### config.mk
export PLATFORM = sky130hd
export DESIGN_NAME = burst_addr_ctl
export DESIGN_NICKNAME = d
export VERILOG_FILES = /design/src/rtl/bac_pkg.sv /design/src/rtl/bac_strobe_decode.sv /design/src/rtl/bac_burst_ctr.sv /design/src/rtl/bac_addr_reg.sv /design/src/rtl/burst_addr_ctl.sv
export SDC_FILE = /design/constraint.sdc
export NUM_CORES = 1
export LEC_CHECK = 0
export ABC_AREA = 0
export BUFFER_PORTS_ARGS = -buffer_cell sky130_fd_sc_hd__buf_2
export CORE_ASPECT_RATIO = 1.5
export CORE_UTILIZATION = 35
export CTS_CLUSTER_SIZE = 20
export DETAILED_ROUTE_END_ITERATION = 12
export PLACE_DENSITY = 0.68
export SYNTH_ARGS = -nofsm -noshare
export SYNTH_HDL_FRONTEND = slang
export SYNTH_SLANG_ARGS = --single-unit
export TNS_END_PERCENT = 20
### constraint.sdc
create_clock -name clk -period 0.8 [get_ports clk]
set_input_delay 0.16 -clock clk [delete_from_list [all_inputs] [get_ports clk]]
set_output_delay 0.16 -clock clk [all_outputs]
set_load 0.005 [all_outputs]
### src/rtl/bac_pkg.sv
package bac_pkg;
  typedef enum logic [2:0] {
    CYC_IDLE  = 3'd0,
    CYC_HOST  = 3'd1,
    CYC_CTL   = 3'd2,
    CYC_BURST = 3'd3,
    CYC_HOLD  = 3'd4
  } cyc_kind_e;
endpackage

### src/rtl/bac_strobe_decode.sv
module bac_strobe_decode (
  input  logic strobe_host_n,
  input  logic strobe_ctl_n,
  input  logic en_a_n,
  input  logic en_b,
  input  logic en_c_n,
  output logic load,
  output logic by_host,
  output logic ce_ok
);
  logic host_take;
  logic ctl_take;

  // host strobe only counts when enable A is active; it wins over the controller
  assign host_take = !strobe_host_n && !en_a_n;
  assign ctl_take  = !strobe_ctl_n && !host_take;
  assign load      = host_take || ctl_take;
  assign by_host   = host_take;
  assign ce_ok     = !en_a_n && en_b && !en_c_n;
endmodule

### src/rtl/bac_burst_ctr.sv
module bac_burst_ctr #(
  parameter int BW = 2
) (
  input  logic          clk,
  input  logic          rst_n,
  input  logic          load,
  input  logic [BW-1:0] seed,
  input  logic          step_en,
  input  logic          order_il,
  output logic [BW-1:0] low_o
);
  logic [BW-1:0] start_q;
  logic [BW-1:0] cnt_q;

  always_ff @(posedge clk) begin
    if (!rst_n) begin
      start_q <= '0;
      cnt_q   <= '0;
    end else if (load) begin
      start_q <= seed;
      cnt_q   <= '0;
    end else if (step_en) begin
      cnt_q   <= cnt_q + 1'b1;
    end
  end

  // sum is truncated to BW bits, so the burst wraps inside its block
  always_comb begin
    if (order_il) low_o = start_q ^ cnt_q;
    else          low_o = start_q + cnt_q;
  end
endmodule

### src/rtl/bac_addr_reg.sv
module bac_addr_reg
  import bac_pkg::*;
#(
  parameter int AW = 18,
  parameter int BW = 2,
  localparam int UW = AW - BW
) (
  input  logic          clk,
  input  logic          rst_n,
  input  logic          load,
  input  logic          by_host,
  input  logic          ce_ok,
  input  logic          step_req,
  input  logic [UW-1:0] upper_in,
  output logic          step_en,
  output logic [UW-1:0] upper_o,
  output logic          sel_o,
  output cyc_kind_e     cyc_o
);
  logic [UW-1:0] upper_q;
  logic          sel_q;
  cyc_kind_e     cyc_q;
  cyc_kind_e     cyc_d;

  assign step_en = !load && sel_q && step_req;

  always_comb begin
    if (load) begin
      if (!ce_ok)      cyc_d = CYC_IDLE;
      else if (by_host) cyc_d = CYC_HOST;
      else             cyc_d = CYC_CTL;
    end else if (!sel_q) begin
      cyc_d = CYC_IDLE;
    end else if (step_req) begin
      cyc_d = CYC_BURST;
    end else begin
      cyc_d = CYC_HOLD;
    end
  end

  always_ff @(posedge clk) begin
    if (!rst_n) begin
      upper_q <= '0;
      sel_q   <= 1'b0;
      cyc_q   <= CYC_IDLE;
    end else begin
      cyc_q <= cyc_d;
      if (load) begin
        upper_q <= upper_in;
        sel_q   <= ce_ok;
      end
    end
  end

  assign upper_o = upper_q;
  assign sel_o   = sel_q;
  assign cyc_o   = cyc_q;
endmodule

### src/rtl/burst_addr_ctl.sv
module burst_addr_ctl
  import bac_pkg::*;
#(
  parameter int AW = 18,
  parameter int BW = 2
) (
  input  logic          clk,
  input  logic          rst_n,
  input  logic          strobe_host_n,
  input  logic          strobe_ctl_n,
  input  logic          en_a_n,
  input  logic          en_b,
  input  logic          en_c_n,
  input  logic          step_n,
  input  logic          order_il,
  input  logic [AW-1:0] addr_in,
  output logic [AW-1:0] mem_addr,
  output logic          dev_sel,
  output logic [2:0]    cyc_kind
);
  localparam int UW = AW - BW;

  logic          load;
  logic          by_host;
  logic          ce_ok;
  logic          step_en;
  logic [UW-1:0] upper;
  logic [BW-1:0] low;
  cyc_kind_e     cyc;

  bac_strobe_decode u_dec (
    .strobe_host_n (strobe_host_n),
    .strobe_ctl_n  (strobe_ctl_n),
    .en_a_n        (en_a_n),
    .en_b          (en_b),
    .en_c_n        (en_c_n),
    .load          (load),
    .by_host       (by_host),
    .ce_ok         (ce_ok)
  );

  bac_addr_reg #(.AW(AW), .BW(BW)) u_areg (
    .clk      (clk),
    .rst_n    (rst_n),
    .load     (load),
    .by_host  (by_host),
    .ce_ok    (ce_ok),
    .step_req (!step_n),
    .upper_in (addr_in[AW-1:BW]),
    .step_en  (step_en),
    .upper_o  (upper),
    .sel_o    (dev_sel),
    .cyc_o    (cyc)
  );

  bac_burst_ctr #(.BW(BW)) u_ctr (
    .clk      (clk),
    .rst_n    (rst_n),
    .load     (load),
    .seed     (addr_in[BW-1:0]),
    .step_en  (step_en),
    .order_il (order_il),
    .low_o    (low)
  );

  assign mem_addr = {upper, low};
  assign cyc_kind = cyc;
endmodule

==> results by group, run 1 <==
Status
  – Status: finished, violations left
  – Failing checks: negative setup slack

Floorplanning
  – Io pins: 49
  – Die H: 67.1 microns
  – DIE AREA: 3050 sq um
  – Initial cell density of the core: 37.0%
  – Die Wd: 45.4 microns
  – Core box area: 2680 sq um
  – Row count: 23

Global route
  – First-pass GRT wire length: 3640 microns
  – Antenna violations before repair: 0
  – Largest net degree at the start of global routing: 20
  – Gr usage total: 16.2%
  – GRT overflow: 0
  – Number of global-route vias before repair: 876

Critical path
  – FF-to-FF Start: u_ctr.cnt_q[0]$_SDFFE_PP0P_
  – CP startpoint kind: flop
  – Max stage delay on crit path: 0.36 ns
  – Crit Path Max Fanout: 2
  – Worst R2R Setup Slack: -0.20 ns
  – Worst r2r path cells: 5
  – CP Capture Type: output pin
  – Worst path required time: 0.64 ns
  – CP Cell Sequence: ha_4 -> nor2b_4 -> xnor2_2 -> buf_2
  – WS Path Type: reg2out
  – Critical Path AT: 1.12 ns
  – Slowest-stage cell, CP: dfxtp_4
  – Reg-to-Reg End: u_ctr.cnt_q[1]$_SDFFE_PP0P_
  – Critical path launch point: u_ctr.cnt_q[0]$_SDFFE_PP0P_

Timing
  – Worst-Margin Slew: 0.172 ns
  – Unrepaired setup endpoints after global routing: yes
  – Slew margin rel.: 88.5%
  – Fmax: 778 MHz
  – Fin. Hold Viols: 0
  – Worst setup margin: -0.485 ns
  – Fin. max-slew vios: 0
  – Final setup fails: 28
  – Clk_skew: 0.00238 ns
  – Final min period: 1.28 ns
  – Final Cycle Share: 161%

Logic synthesis
  – Post-synthesis mux area share: 0%
  – XOR/XNOR share of the synthesized area: 3.54%
  – Syn Std Cell Area: 990 sq um
  – Synth Area in Simple Gates: 21.1%
  – Post-synth cell types: 19
  – Synthesized flop and latch total: 24
  – Area leader, netlist: dfxtp_1
  – Synth Area in Adders: 1.26%
  – Synth Net Count: 135
  – Synth Area in Compound Gates: 22.1%
  – Share of the synthesized area in the top cell type: 48.5%
  – Mapped Cells: 107
  – Largest family of logic cells by synthesized area: compound AO/OA/AOI/OAI gates
  – Part of the Yosys area used for sequential elements: 48.5%
  – Yosys warning count: 0
  – Avg Synthesized Cell Area: 9.25 sq um
  – Largest cells by area after synthesis: dfxtp_1, nand2_1, a21boi_2

Drt
  – DR iter-0 viols: 13
  – Vias/cell: 4.53
  – Via Count: 938
  – First-pass DRT Iterations: 3
  – Residual DRC: 0
  – Routed WL: 2270 microns
  – DR WL/cell: 11.0 microns
  – Final ANT Viol Nets: 0

CTS
  – TritonCTS clock tree: done
  – TritonCTS Buffers: 3
  – Clk Latency, worst-skew pair: 0.26 ns
  – Htree depth: 1
  – Clock Sinks: 24
  – Clock slew at reported path FFs: 0.08 ns
  – CTS Hold Buffers Added: 0
  – CTS root buffer: clkbuf_8
  – Bufs on Longest Clock Path: 2

Placed design
  – Inst Count DP: 198
  – Setup WS pre-CTS: -0.278 ns
  – HPWL after detailed placement: 1660 microns
  – Dpl cell area: 1340 sq um
  – # port buffers: 48
  – GPL Wtd Cong: 0.698

Power and ir drop
  – Power Dens Cells: 1750 nW/um^2
  – Leak: 0.718 nW
  – Max VDD drop: 1250 uV
  – Final Power: 2.74 mW

Final layout
  – Share of cells above drive strength 1: 62.4%
  – Final cell count without fillers: 207
  – Final net count: 199
  – Reg area: 507 sq um
  – Utilization after layout: 58.4%
  – Fill count: 256
  – Design area: 1560 sq um
  – Most common cell after layout, fill and taps aside: buf_2
  – Most frequent cells in the layout: buf_2, nand2_1, dfxtp_2
  – N_diodes: 0
  – Synthesis-to-finish area growth: 57.9%
  – Area of the multi-input gates: 523 sq um

Worst hold path
  – Hold worst-path end: u_areg.upper_o[2]$_SDFFE_PN0P_
  – Worst hold path type: in2reg
  – Worst hold stages: 3
  – Min-delay src: addr_in[4]

Job
  – Max-cap violations: 0
[stage by stage]
stage / TNS [ns] / hold WS [ns]
after global routing: -3.61 / 0.117
final: -2.53 / 0.127
after global placement: -5.24 / 0.406
after CTS: -2.53 / 0.123
after detailed placement: -5.88 / 0.412
after floorplan: -0.190 / 0.282
[sequential cells by signal (all words and copies together), names as in the netlist]
name,cells
u_areg.cyc_o,3
u_areg.sel_o,1
u_areg.upper_o,16
u_ctr.start_q,2
u_ctr.cnt_q,2
[critical path: cells and delay by family (launching register included)]
kind	cells	cell delay (ns)
fa+ha+maj	1	0.15
buf+inv	1	0.12
xor+xnor	1	0.11
simple gates	1	0.12
flops	1	0.36
[power by group]
group	internal (mW)	switching [mW]
sequential	1.26	0.0333
clock	0.668	0.370
combinational	0.230	0.175
total	2.16	0.579
[worst max-delay path by stage]
| stage | end | slack, ns | cells past startpoint |
|---|---|---|---|
| 2_1_floorplan | mem_addr[1] | -0.09 | 3 |
| 3_3_place_gp | u_areg.upper_o[10]$_SDFFE_PN0P_ | -0.24 | 4 |
| 3_5_place_dp | u_ctr.start_q[0]$_SDFFE_PN0P_ | -0.28 | 4 |
| 4_1_cts | mem_addr[1] | -0.48 | 4 |
| 5_1_grt | mem_addr[1] | -0.54 | 4 |
| 6_report | mem_addr[1] | -0.48 | 4 |
[cells in the mapped netlist (all sizes together)]
cell	instances
nand3b	2
xnor2	3
xor2	1
nor2b	2
nor3b	1
o21a	1
buf	3
dfxtp	24
nand2b	1
a21boi	21
o21ai	1
nand2	41
ha	1
clkbuf	2
nor2	3
[kinds of logic after synthesis]
group | Yosys count
xor+xnor | 4
flops | 24
fa+ha+maj | 1
buf+inv | 5
compound gates | 23
simple gates | 50
[per-layer routing]
metal / vias to the layer above / routed length (microns) / track usage [%]
met3: 2 / 133 / 2.44
met5: - / 0 / 0
li1: 473 / - / -
met1: 424 / 859 / 16.4
met4: 0 / 9 / 6.82
met2: 39 / 1270 / 30.9
[repair_timing]
item                                    in CTS  in global routing
endpoints found under the setup margin      29                 46
gates resized for setup                     23                 11
setup buffers                                2                  4
pin swaps                                    5                  3
endpoints found under the hold margin        0                  0
[cell type report]
cell class / instances / share of cell area [%]
multi-input cells: 78 / 33.5
clock buffers: 3 / 2.64
repair buffers: 64 / 26.6
well taps: 37 / 2.96
clock inverters: 1 / 1.92
flip-flops and latches: 24 / 32.4
Note: power is estimated with default switching activity, not from simulation.
==> run 2: changes to the inputs <==
--- a/config.mk
+++ b/config.mk
@@ -12,6 +12,8 @@
 export CTS_CLUSTER_SIZE = 20
 export DETAILED_ROUTE_END_ITERATION = 12
 export PLACE_DENSITY = 0.68
+export SETUP_SLACK_MARGIN = 0.02
+export SLEW_MARGIN = 20
 export SYNTH_ARGS = -nofsm -noshare
 export SYNTH_HDL_FRONTEND = slang
 export SYNTH_SLANG_ARGS = --single-unit
==> run 2 against run 1 <==
  * The run still ends with negative setup slack left
  * Power fell by 7.7%
  * Routed wire length fell by 3.7%
  * Core utilization fell by 0.19 points
  * Design area fell by 0.32%
  * Sequential cell count did not move
  * First-iteration DRC count fell by 69%
  * Final cell count fell by 0.97%
  * Worst hold slack got worse by 0.0055 ns
  * Critical path type unchanged
  * Highest routed layer unchanged
==> results by group, run 2 (synthesized netlist as in run 1, its figures left out) <==
Final layout
  – Max reg flops: 16
  – Reg area: 504 sq um
  – Design area: 1560 sq um
  – Final net count: 197
  – Fill count: 261
  – Utilization after layout: 58.2%
  – Share of cells above drive strength 1: 61.3%
  – Most frequent cells in the layout: nand2_1, buf_2, dfxtp_2
  – Synthesis-to-finish area growth: 57.4%
  – N_diodes: 0
  – Most common cell after layout, fill and taps aside: nand2_1
  – Area of the multi-input gates: 520 sq um

Drt
  – Final ANT Viol Nets: 0
  – Residual DRC: 0
  – First-pass DRT Iterations: 2
  – Vias/cell: 4.51
  – Routed WL: 2190 microns
  – DR iter-0 viols: 4
  – Via Count: 924
  – DR WL/cell: 10.7 microns

CTS
  – Clock slew at reported path FFs: 0.08 ns
  – TritonCTS Buffers: 3
  – Bufs on Longest Clock Path: 2
  – CTS root buffer: clkbuf_8
  – Htree depth: 1
  – Clk Latency, worst-skew pair: 0.26 ns
  – CTS Hold Buffers Added: 0
  – TritonCTS clock tree: done
  – Clock Sinks: 24

Floorplanning
  – Initial cell density of the core: 37.0%
  – Die H: 67.1 microns
  – Row count: 23
  – Io pins: 49
  – DIE AREA: 3050 sq um
  – Core box area: 2680 sq um
  – Die Wd: 45.4 microns

Placed design
  – GPL Wtd Cong: 0.622
  – Dpl cell area: 1370 sq um
  – # port buffers: 48
  – HPWL after detailed placement: 1610 microns

Power and ir drop
  – Max VDD drop: 1220 uV
  – Power Dens Cells: 1620 nW/um^2
  – Leak: 0.704 nW

Critical path
  – CP Capture Type: output pin
  – CP startpoint kind: flop
  – Worst path required time: 0.64 ns
  – WS Path Type: reg2out
  – Critical Path AT: 1.12 ns
  – Crit Path Max Fanout: 2

Global route
  – Number of global-route vias before repair: 914
  – Largest net degree at the start of global routing: 23
  – Antenna violations before repair: 0
  – GRT overflow: 0
  – First-pass GRT wire length: 3500 microns
  – Gr usage total: 15.2%

Timing
  – Worst-Margin Slew: 0.317 ns
  – Fin. Hold Viols: 0
  – Clk_skew: 0.000965 ns
  – Hold_ws: 0.122 ns
  – Setup_tns: -2.40 ns
  – Final Cycle Share: 160%
  – Unrepaired setup endpoints after global routing: yes
  – Final setup fails: 26
  – Fmax: 780 MHz
  – Final min period: 1.28 ns
  – Fin. max-slew vios: 0
  – Worst setup margin: -0.481 ns
  – Slew margin rel.: 78.9%

Worst hold path
  – Worst hold path type: in2reg

Job
  – Max-cap violations: 0

Status
  – Failing checks: negative setup slack
  – Status: finished, violations left
==> run 2: path summary, 6_finish.rpt <==
kind,startpoint,endpoint,slack [ns],cells after the start
worst max-delay path,u_ctr.start_q[0]$_SDFFE_PN0P_,mem_addr[1],-0.48,4
worst min register to register,u_areg.upper_o[0]$_SDFFE_PN0P_,u_areg.upper_o[0]$_SDFFE_PN0P_,0.45,2
worst max register to register,u_ctr.cnt_q[0]$_SDFFE_PP0P_,u_ctr.cnt_q[1]$_SDFFE_PP0P_,-0.17,5
worst min-delay path,addr_in[2],u_areg.upper_o[0]$_SDFFE_PN0P_,0.12,3
==> run 2: worst max-delay path, cell delays in order, from the launching register on <==
cell	delay, ns
dfxtp_2	0.36
ha_4	0.13
nor2b_4	0.14
xnor2_2	0.10
buf_2	0.12
==> run 2: per-stage QoR <==
step           setup slack (ns)  total power, mW  std cells
4_1_cts                  -0.502             2.53        205
3_5_place_dp             -0.263             1.68        198
6_report                 -0.481             2.53        205
2_1_floorplan           -0.0905             1.49        107
3_3_place_gp             -0.211             1.67        198
5_1_grt                  -0.530             2.66        205
==> run 2: what timing repair did <==
| action | in CTS | in global routing |
|---|---|---|
| pin swaps | 3 | 3 |
| buffers inserted | 3 | 1 |
| cloned | 0 | 0 |
| gates resized for setup | 20 | 14 |
| endpoints found under the setup margin | 25 | 26 |
==> run 2: layout make-up <==
type / instances / area share [%]
Tap cell: 37 / 2.97
Multi-Input combinational cell: 78 / 33.4
Sequential cell: 24 / 32.4
Clock buffer: 4 / 3.53
Timing Repair Buffer: 62 / 27.7
==> run 2: per-layer routing <==
layer / vias to the layer above / track usage (%) / share of wire [%]
met4: 0 / 4.55 / 0.87
met2: 41 / 28.4 / 53
met5: - / 0 / 0
met1: 414 / 17.3 / 42
li1: 467 / - / -
met3: 2 / 1.63 / 4.4
==> run 2: report_power, final <==
part	switching [mW]	internal, mW
Sequential	0.0352	1.26
Clock	0.371	0.439
Combinational	0.174	0.243
Total	0.580	1.95
==> run 3: changes to the inputs <==
--- a/config.mk
+++ b/config.mk
@@ -13,8 +13,9 @@
 export DETAILED_ROUTE_END_ITERATION = 12
 export PLACE_DENSITY = 0.68
 export SETUP_SLACK_MARGIN = 0.02
+export SKIP_LAST_GASP = 1
 export SLEW_MARGIN = 20
 export SYNTH_ARGS = -nofsm -noshare
 export SYNTH_HDL_FRONTEND = slang
 export SYNTH_SLANG_ARGS = --single-unit
-export TNS_END_PERCENT = 20
+export TNS_END_PERCENT = 100
==> run 3 against run 2 <==
  * The run still ends with negative setup slack left
  * Clock power grew 28%
  * Setup slack better by 0.0018 ns
  * Combinational power increased by 3%
  * Routed wire length decreased by 2.0%
  * Sequential power is essentially flat
  * Critical path depth is the same
  * Non-clock buffer count unchanged
==> results by group, run 3 (synthesized netlist as in run 1, its figures left out) <==
Critical path
  – Slowest-stage cell, CP: dfxtp_2
  – Critical Path AT: 1.12 ns
  – Max stage delay on crit path: 0.36 ns
  – CP startpoint kind: flop
  – Worst path required time: 0.64 ns
  – CP Capture Type: output pin
  – CP Cell Sequence: ha_4 -> nor2b_4 -> xnor2_2 -> buf_2
  – WS Path Type: reg2out
  – Crit Path Max Fanout: 2

CTS
  – Htree depth: 1
  – Clk Latency, worst-skew pair: 0.26 ns
  – Bufs on Longest Clock Path: 2
  – TritonCTS Buffers: 3
  – TritonCTS clock tree: done
  – CTS Hold Buffers Added: 0
  – CTS root buffer: clkbuf_8
  – Clock Sinks: 24
  – Clock slew at reported path FFs: 0.09 ns

Floorplanning
  – Io pins: 49
  – DIE AREA: 3050 sq um
  – Row count: 23
  – Initial cell density of the core: 37.0%
  – Core box area: 2680 sq um
  – Die H: 67.1 microns
  – Die Wd: 45.4 microns

Timing
  – Final min period: 1.28 ns
  – Unrepaired setup endpoints after global routing: yes
  – Final setup fails: 26
  – Fin. Hold Viols: 0
  – Final Cycle Share: 160%
  – Worst-Margin Slew: 0.254 ns
  – Clk_skew: 0.00840 ns
  – Setup_tns: -2.52 ns
  – Fmax: 782 MHz
  – Worst setup margin: -0.479 ns
  – Fin. max-slew vios: 0
  – Slew margin rel.: 83.0%

Drt
  – Residual DRC: 0
  – DR iter-0 viols: 12
  – Vias/cell: 4.50
  – First-pass DRT Iterations: 5
  – Final ANT Viol Nets: 0
  – DR WL/cell: 10.4 microns
  – Via Count: 922
  – Routed WL: 2140 microns

Final layout
  – N_diodes: 0
  – Utilization after layout: 60.2%
  – Area of the multi-input gates: 549 sq um
  – Final net count: 197
  – Fill count: 229
  – Max reg flops: 16
  – Most common cell after layout, fill and taps aside: buf_2
  – Design area: 1610 sq um
  – Synthesis-to-finish area growth: 62.8%
  – Share of cells above drive strength 1: 67.9%
  – Most frequent cells in the layout: buf_2, nand2_1, dfxtp_2
  – Reg area: 507 sq um

Status
  – Failing checks: negative setup slack
  – Status: finished, violations left

Power and ir drop
  – Leak: 0.716 nW
  – Power Dens Cells: 1720 nW/um^2
  – Max VDD drop: 1130 uV
  – Final Power: 2.77 mW

Worst hold path
  – Worst hold path type: in2reg

Global route
  – Antenna violations before repair: 0
  – Gr usage total: 15.0%
  – GRT overflow: 0
  – First-pass GRT wire length: 3350 microns
  – Number of global-route vias before repair: 861
  – Largest net degree at the start of global routing: 15

Job
  – Max-cap violations: 0

Placed design
  – # port buffers: 48
  – HPWL after detailed placement: 1700 microns
  – Dpl cell area: 1410 sq um
  – GPL Wtd Cong: 0.734
[run 3: cell count changes in the layout (fill, tap and decap cells not counted), sizes merged]
cell / previous run / this run
clkbuf: 4 / 3
bufinv: 0 / 1
[run 3: worst paths after layout]
kind                              startpoint                              end  slack [ns]  cells after the start
min reg2reg  u_areg.upper_o[15]$_SDFFE_PN0P_  u_areg.upper_o[15]$_SDFFE_PN0P_        0.45                      2
max reg2reg      u_ctr.cnt_q[0]$_SDFFE_PP0P_      u_ctr.cnt_q[1]$_SDFFE_PP0P_       -0.28                      6
min                               addr_in[4]   u_areg.upper_o[2]$_SDFFE_PN0P_        0.12                      3
max            u_ctr.start_q[0]$_SDFFE_PN0P_                      mem_addr[1]       -0.48                      4
[run 3: cell type report]
cell class                 count  area share (%)
clock buffer                   3            2.56
sequential                    24            31.4
clock inverter                 1            1.86
timing repair buffer          62            27.2
multi-input combinational     78            34.1
tap                           37            2.87
[run 3: through the flow]
step	setup slack (ns)	std cells	hold WS, ns
after detailed placement	-0.222	199	0.406
after global placement	-0.207	199	0.404
final	-0.479	205	0.121
after CTS	-0.485	204	0.119
after floorplan	-0.0905	107	0.281
after global routing	-0.535	205	0.117
[run 3: metal layers]
metal / GRT usage (%) / routed length [microns] / share of wire, %
met1: 15.7 / 831 / 39
met2: 28.4 / 1170 / 55
met3: 2.44 / 118 / 5.5
met4: 5.68 / 19 / 0.89
met5: 0 / 0 / 0
[run 3: worst max-delay path: cells and delay by family (launching register included)]
family	cells	cell delay (ns)
fa+ha+maj	1	0.12
flops	1	0.36
simple gates	1	0.14
buf+inv	1	0.12
xor+xnor	1	0.10
[run 3: what timing repair did]
| action | 4_1_cts | 5_1_grt |
|---|---|---|
| hold endpoints to repair | 0 | 0 |
| pin swaps | 2 | 2 |
| resized for setup | 24 | 11 |
| buffers inserted | 1 | 1 |
| setup endpoints to repair | 26 | 26 |
[run 3: report_power, final]
group	internal (mW)	switching, mW	leakage (nW)
clock	0.668	0.374	0.0357
combinational	0.250	0.180	0.476
sequential	1.26	0.0359	0.204
total	2.18	0.590	0.716
